--- config.mk ---
export PLATFORM = sky130hd
export DESIGN_NAME = irqh_top
export DESIGN_NICKNAME = d
export VERILOG_FILES = /design/src/rtl/irqh_pkg.sv /design/src/rtl/irqh_decode.sv /design/src/rtl/irqh_arbiter.sv /design/src/rtl/irqh_top.sv
export SDC_FILE = /design/constraint.sdc
export NUM_CORES = 1
export LEC_CHECK = 0
export ABC_AREA = 1
export BUFFER_PORTS_ARGS = -buffer_cell sky130_fd_sc_hd__buf_2
export CAP_MARGIN = 10
export CORE_MARGIN = 1.5
export CORE_UTILIZATION = 60
export DETAILED_ROUTE_END_ITERATION = 7
export GPL_TIMING_DRIVEN = 0
export HOLD_SLACK_MARGIN = 0.06
export PLACE_DENSITY = 0.79
export SLEW_MARGIN = 20
export SYNTH_ARGS = -nofsm -noshare
export SYNTH_HDL_FRONTEND = slang
export SYNTH_HIERARCHICAL = 1
export SYNTH_SLANG_ARGS = --single-unit
--- constraint.sdc ---
create_clock -name clk_i -period 106.3 [get_ports clk_i]
set_input_delay 5.315 -clock clk_i [delete_from_list [all_inputs] [get_ports clk_i]]
set_output_delay 5.315 -clock clk_i [all_outputs]
set_load 0.02 [all_outputs]
--- src/rtl/irqh_pkg.sv ---
package irqh_pkg;

    // Register window offsets
    localparam int unsigned PEND_OFS   = 32'h0000_1000;
    localparam int unsigned EN_BASE    = 32'h0000_2000;
    localparam int unsigned EN_STRIDE  = 32'h0000_0080;
    localparam int unsigned CTX_BASE   = 32'h0020_0000;
    localparam int unsigned CTX_STRIDE = 32'h0000_1000;
    localparam int unsigned CLAIM_OFS  = 32'h0000_0004;

    typedef enum logic [2:0] {
        RG_NONE,
        RG_PRIO,
        RG_PEND,
        RG_EN,
        RG_THR,
        RG_CLAIM
    } region_e;

endpackage

--- src/rtl/irqh_decode.sv ---
module irqh_decode
    import irqh_pkg::*;
#(
    parameter int NUM_SRC = 32,
    parameter int NUM_CTX = 2,
    parameter int ADDR_W  = 24,
    localparam int SRC_W  = $clog2(NUM_SRC),
    localparam int CTX_W  = (NUM_CTX > 1) ? $clog2(NUM_CTX) : 1
) (
    input  logic [ADDR_W-1:0] addr_i,
    output region_e           kind_o,
    output logic [SRC_W-1:0]  src_o,
    output logic [CTX_W-1:0]  ctx_o
);

    localparam logic [9:0]        SRC_LIM  = 10'(NUM_SRC);
    localparam logic [4:0]        EN_LIM   = 5'(NUM_CTX);
    localparam logic [8:0]        CTX_LIM  = 9'(NUM_CTX);
    localparam logic [ADDR_W-1:0] PEND_A   = ADDR_W'(PEND_OFS);
    localparam logic [ADDR_W-13:0] EN_PAGE = (ADDR_W-12)'(EN_BASE >> 12);
    localparam logic [ADDR_W-22:0] CTX_PAGE = (ADDR_W-21)'(CTX_BASE >> 21);

    always_comb begin
        kind_o = RG_NONE;
        src_o  = '0;
        ctx_o  = '0;
        if (addr_i[ADDR_W-1:12] == '0) begin
            if (addr_i[1:0] == 2'b00 && addr_i[11:2] != '0 && addr_i[11:2] < SRC_LIM) begin
                kind_o = RG_PRIO;
                src_o  = addr_i[2 +: SRC_W];
            end
        end else if (addr_i == PEND_A) begin
            kind_o = RG_PEND;
        end else if (addr_i[ADDR_W-1:12] == EN_PAGE) begin
            if (addr_i[6:0] == '0 && addr_i[11:7] < EN_LIM) begin
                kind_o = RG_EN;
                ctx_o  = addr_i[7 +: CTX_W];
            end
        end else if (addr_i[ADDR_W-1:21] == CTX_PAGE && addr_i[20:12] < CTX_LIM) begin
            ctx_o = addr_i[12 +: CTX_W];
            if (addr_i[11:0] == 12'h000)
                kind_o = RG_THR;
            else if (addr_i[11:0] == 12'(CLAIM_OFS))
                kind_o = RG_CLAIM;
        end
    end

endmodule

--- src/rtl/irqh_arbiter.sv ---
module irqh_arbiter #(
    parameter int NUM_SRC = 32,
    parameter int PRIO_W  = 3,
    localparam int SRC_W  = $clog2(NUM_SRC)
) (
    input  logic [NUM_SRC-1:0]        cand_i,
    input  logic [NUM_SRC*PRIO_W-1:0] prio_i,
    input  logic [PRIO_W-1:0]         floor_i,
    output logic [SRC_W-1:0]          id_o
);

    logic [PRIO_W-1:0] best_p;

    // Ascending scan with strict compare: equal priority keeps the lower ID,
    // and the floor itself rejects anything not above the threshold.
    always_comb begin
        best_p = floor_i;
        id_o   = '0;
        for (int i = 1; i < NUM_SRC; i++) begin
            if (cand_i[i] && prio_i[i*PRIO_W +: PRIO_W] > best_p) begin
                best_p = prio_i[i*PRIO_W +: PRIO_W];
                id_o   = SRC_W'(i);
            end
        end
    end

endmodule

--- src/rtl/irqh_top.sv ---
module irqh_top
    import irqh_pkg::*;
#(
    parameter int NUM_SRC = 32,
    parameter int NUM_CTX = 2,
    parameter int PRIO_W  = 3,
    parameter int ADDR_W  = 24,
    localparam int SRC_W  = $clog2(NUM_SRC),
    localparam int CTX_W  = (NUM_CTX > 1) ? $clog2(NUM_CTX) : 1
) (
    input  logic               clk_i,
    input  logic               rst_ni,
    input  logic [ADDR_W-1:0]  addr_i,
    input  logic               we_i,
    input  logic [31:0]        wdata_i,
    input  logic               re_i,
    output logic [31:0]        rdata_o,
    input  logic [NUM_SRC-1:0] src_i,
    output logic [NUM_CTX-1:0] irq_o
);

    typedef struct packed {
        logic [NUM_SRC-1:0][PRIO_W-1:0] prio;
        logic [NUM_SRC-1:0]             pend;
        logic [NUM_SRC-1:0]             busy;
        logic [NUM_CTX-1:0][NUM_SRC-1:0] en;
        logic [NUM_CTX-1:0][PRIO_W-1:0] thr;
        logic [31:0]                    rdata;
    } state_t;

    state_t st_d, st_q;

    region_e          kind;
    logic [SRC_W-1:0] sel_src;
    logic [CTX_W-1:0] sel_ctx;
    logic [NUM_CTX-1:0][SRC_W-1:0] win;
    logic [SRC_W-1:0] done_id;
    logic             done_ok;

    // Signals exposed for the bound checker
    logic [NUM_SRC-1:0]         pend_w;
    logic [NUM_SRC-1:0]         busy_w;
    logic [NUM_CTX*NUM_SRC-1:0] en_w;

    irqh_decode #(
        .NUM_SRC (NUM_SRC),
        .NUM_CTX (NUM_CTX),
        .ADDR_W  (ADDR_W)
    ) i_decode (
        .addr_i (addr_i),
        .kind_o (kind),
        .src_o  (sel_src),
        .ctx_o  (sel_ctx)
    );

    for (genvar c = 0; c < NUM_CTX; c++) begin : g_ctx
        irqh_arbiter #(
            .NUM_SRC (NUM_SRC),
            .PRIO_W  (PRIO_W)
        ) i_arb (
            .cand_i  (st_q.pend & st_q.en[c]),
            .prio_i  (st_q.prio),
            .floor_i (st_q.thr[c]),
            .id_o    (win[c])
        );
        assign irq_o[c] = (win[c] != '0);
    end

    assign done_id = wdata_i[SRC_W-1:0];
    assign done_ok = (wdata_i < 32'(NUM_SRC)) && (done_id != '0)
                     && st_q.en[sel_ctx][done_id];

    always_comb begin
        st_d = st_q;

        // Gateways: an open gateway latches its level input as pending
        for (int i = 1; i < NUM_SRC; i++) begin
            if (src_i[i] && !st_q.busy[i])
                st_d.pend[i] = 1'b1;
        end

        if (re_i) begin
            unique case (kind)
                RG_PRIO:  st_d.rdata = 32'(st_q.prio[sel_src]);
                RG_PEND:  st_d.rdata = 32'(st_q.pend);
                RG_EN:    st_d.rdata = 32'(st_q.en[sel_ctx]);
                RG_THR:   st_d.rdata = 32'(st_q.thr[sel_ctx]);
                RG_CLAIM: begin
                    st_d.rdata = 32'(win[sel_ctx]);
                    if (win[sel_ctx] != '0) begin
                        st_d.pend[win[sel_ctx]] = 1'b0;
                        st_d.busy[win[sel_ctx]] = 1'b1;
                    end
                end
                default:  st_d.rdata = '0;
            endcase
        end

        if (we_i) begin
            unique case (kind)
                RG_PRIO:  st_d.prio[sel_src] = wdata_i[PRIO_W-1:0];
                RG_EN:    st_d.en[sel_ctx]   = wdata_i[NUM_SRC-1:0]
                                               & ~NUM_SRC'(1);
                RG_THR:   st_d.thr[sel_ctx]  = wdata_i[PRIO_W-1:0];
                RG_CLAIM: begin
                    if (done_ok)
                        st_d.busy[done_id] = 1'b0;
                end
                default:  ;
            endcase
        end
    end

    always_ff @(posedge clk_i) begin
        if (!rst_ni)
            st_q <= '0;
        else
            st_q <= st_d;
    end

    assign rdata_o = st_q.rdata;
    assign pend_w  = st_q.pend;
    assign busy_w  = st_q.busy;
    assign en_w    = st_q.en;

endmodule

**Word level (Yosys, flattened, before mapping)**

Cells that the tools add are included.

- Order comparisons: 74
- Equality and inequality tests: 9
- Mux-type cells: 200
- Bitwise operators: 7
- Reduce and logical (&&, ||, !) cells: 147

Operator list:

| kind | number |
|---|---|
| 64-bit 2-to-1 mux | 4 |
| 3-bit 2-to-1 mux | 79 |
| 3-bit > comparator | 62 |
| 5-bit 2-to-1 mux | 36 |
| 32-bit 2-to-1 mux | 5 |
| 32-bit one-hot mux with 5 select lines | 1 |
| 32-bit AND | 4 |
| 1-bit logical AND | 103 |
| 102-bit 2-to-1 mux | 1 |
| 96-bit bitwise mux | 1 |
| 64-bit bitwise mux | 1 |
| 4-bit 2-to-1 mux | 16 |
| 32-bit NOT | 2 |
| 1-bit 2-to-1 mux | 42 |
| 32-bit demux with 1-bit select | 1 |
| 32-bit by 6-bit less-than comparator with 1-bit output, second input constant | 1 |
| 32-bit OR | 1 |
| 1-bit logical NOT | 31 |
| 24-bit by 13-bit equality test with 1-bit output, second input constant | 1 |
| 12-bit logical NOT | 2 |
| 5-bit nonzero test | 4 |
| 5-bit by 6-bit less-than comparator with 1-bit output, second input constant | 3 |
| 3-bit binary-select mux with 5-bit select | 1 |
| 3-bit demux with 5-bit select | 1 |
| 22 further kinds | 34 |

- Register bits after elaboration: 262
- Input bits: 92
- Output and inout port bits: 34
- Logic and storage cells: 477

**Logic depth before layout (Yosys ltp)**

- Depth in word-level cells: 108
- Mapped depth: 261
- Mapped depth without buffers: 261

**Cells and area by module**

Netlist, hierarchy kept.

By module, submodules not included:

| module | times used | cells an instance | area each (sq um) | seq. area each (sq um) |
|---|---|---|---|---|
| irqh_top | 1 | 1933 | 12510.7 | 5185.0 |
| irqh_arbiter (g_ctx[0].i_arb) | 1 | 651 | 3920.0 | 0.0 |
| irqh_arbiter (g_ctx[1].i_arb) | 1 | 633 | 3709.8 | 0.0 |
| irqh_decode | 1 | 82 | 417.9 | 0.0 |

**Worst setup path before layout**

Ideal clock, no wire load.

- Path type: register to output
- From: register st_q[34] in the netlist's numbering
- To: output port irq_o[0]
- Data arrival time: 32523 ps
- Path slack: 68462 ps
- Cell stages (with the launch flop): 223
- Buffers on the path: 0
- Cell sequence: dfxtp_1 inv_1 ha_1 a21oi_1 nand2_2 nand2_2 nand2_1 o21ai_0 ha_1 or2_1 nand2_1 nand3_2 nand3_2 nand3_2 o21ai_0 ha_1 or2_2 o22ai_1 [... 187 more ...] and2_1 ha_1 nand2_1 nor2_1 a211oi_1 nor2_1 inv_1 or2_2 nand2_1 ha_1 nand2_1 nor2_1 a211oi_1 nor2_1 nor2_1 nand3_1 nor3_1 nand2_1

RTL lines:

| element | RTL line | source |
|---|---|---|
| start: declaration | irqh_top.sv:31 | `state_t st_d, st_q;` |
| start signal: assignment | irqh_top.sv:118 | `st_q <= st_d;` |
| end: declaration | irqh_top.sv:19 | `output logic [NUM_CTX-1:0] irq_o` |

==> impl_metrics.toml <==
[worst_setup_path]
cp.required_ps = 100990
slowest_stage = "dfxtp_1"
crit_type = "flip-flop to primary output"
r2r_setup_slack_ps = 68680
crit_path_end_kind = "primary output"
r2r-end = "busy_w[4]$_SDFF_PN0_"
crit_top_cell = "nor2_1"
crit_fanout = 7
max_stage_delay_ps = 550
rr_startpoint = "st_q[171]$_SDFFE_PN0P_"
worst-r2r-cell-count = 226
cp-start-kind = "flip-flop"
cp.arrival_ps = 36580

[drt]
drc_errors = 0
drtAntennaViolNets = 0
routed_via_density = 5.74
routed_wirelength_um = 72300
vias = 22494
drt-wirelength-per-cell_um = 18.4
drtIter0Drc = 2297
first_pass_iters = 6

[hold_path]
min_delay_path_depth = 2
hold_end = "pend_w[0]$_SDFFE_PN0P_"
hp-start = "pend_w[0]$_SDFFE_PN0P_"
hold_class = "flip-flop to flip-flop"

[global_routing]
grt_use_total = 0.403
antenna_found_initial = 5
grt_util_met2 = 0.675
grt_first_pass_wirelength_um = 113000
grt_util_met1 = 0.492
grt_overflow = 0
grt_max_degree = 15
grt_pass1_vias = 21837
grt_busiest_layer = "met2"
use_met3 = 0.0758

[timing]
relSlewSlack = 0.304
tightest_slew_ps = 1030
timing.final.crit_share = 0.394
final_max_slew_viol_count = 0
fin_ws_ps = 64410
fin_setup_tns_ps = 0
clock_skew_ps = 21.8
rsz0062_at_grt = "false"
timing.hold.ws_ps = 438
fin_crit_ps = 41890
timing.fmax_mhz = 23.9
hold_violations = 0
setup_viol = 0

[clock_tree]
clock-sinks = 259
cts_tree = "done"
cts_buffers = 27
root_buffer = "clkbuf_16"
postCtsSetupBuffers = 0
cts_hold_buf = 0
cts_resized = 0
clock_insertion_delay_worst_skew_ps = 570
cts_buffer_depth = 3
cts_max_level = 1
clk_pin_slew_ps = 60

[floorplanning]
dieArea_um2 = 35400
num_io_pins = 126
start_util = 0.611
die_y_um = 188
core_um2 = 33600
die-width_um = 188
row_count = 67

[cells_and_area]
final_util = 0.674
mostFrequentLayoutCell = "nand2_1"
final_cell_area_um2 = 22600
drive_above_1_share = 0.173
finalNonFillerCells = 3918
layout.nets = 3614
fillers = 3135
layout_common_cells = "nand2_1 (932), inv_1 (421), nor2_1 (277), a21oi_1 (267), dfxtp_1 (259)"
syn_to_final_growth_pct = 10.2

[synthesis]
synth.avg_cell_area_um2 = 6.23
synth_warnings = 6
syn_nets = 3464
syn_area_um2 = 20600
syn_inst = 3298

[run]
cap_viol_max_count = 0

[power]
vdd_ir_drop_max_v = 0.0000123
p_leak_nw = 10.8
power_density_nw_per_um2 = 9.26
p_total_uw = 210

[placed_design]
place_area_um2 = 21700
dpl.cell_count = 3867
post-place-ws_ps = 65320
io_buffers = 121
dp.final_hpwl_um = 58500
place_congestion = 1.01

[run_status]
status = "finished clean"
where the power goes:
| part | switching (mW) | internal [mW] |
|---|---|---|
| logic | 0.00748 | 0.00304 |
| clock network | 0.0429 | 0.0568 |
| registers | 0.00155 | 0.0979 |
| total | 0.0519 | 0.158 |
worst max-delay path, delay by kind of cell, from the launching register on:
kind | cells | cell delay [ps]
AND/OR/NAND/NOR | 129 | 18730
AO/OA/AOI/OAI | 56 | 7740
adder cells (fa/ha/maj) | 31 | 8280
buffers and inverters | 6 | 620
flip-flops | 1 | 550
per-layer routing:
layer	wire, um	vias up	share of wire
li1	-	10886	-
met1	28300	10150	0.39
met2	32900	1184	0.46
met3	7300	272	0.10
met4	3760	2	0.052
met5	12	-	0.00017
how the worst max path moves through the flow:
stage	startpoint	to	slack, ps	cells after the start
floorplan	st_q[34]$_SDFFE_PN0P_	irq_o[0]	68460	222
global placement	st_q[171]$_SDFFE_PN0P_	irq_o[0]	66390	222
detailed placement	st_q[171]$_SDFFE_PN0P_	irq_o[0]	65320	222
CTS	st_q[171]$_SDFFE_PN0P_	irq_o[0]	64580	222
global route	st_q[171]$_SDFFE_PN0P_	irq_o[0]	61690	222
finish	st_q[171]$_SDFFE_PN0P_	irq_o[0]	64410	222
cell type report:
class / instances / area (um2) / area share
multi-input cells: 2468 / 13000 / 0.576
flip-flops and latches: 259 / 5180 / 0.229
inverters: 451 / 1690 / 0.0748
clock buffers: 34 / 742 / 0.0328
plain buffers: 120 / 642 / 0.0283
repair buffers: 121 / 606 / 0.0267
well taps: 448 / 561 / 0.0248
clock inverters: 14 / 161 / 0.00713
diodes: 3 / 7.51 / 0.000332
state kept, by name, indices dropped and copies added, names as in the netlist:
| signal | count |
|---|---|
| st_q | 102 |
| en_w | 62 |
| pend_w | 32 |
| rdata_o | 32 |
| busy_w | 31 |
(Power assumes the default switching activity.)
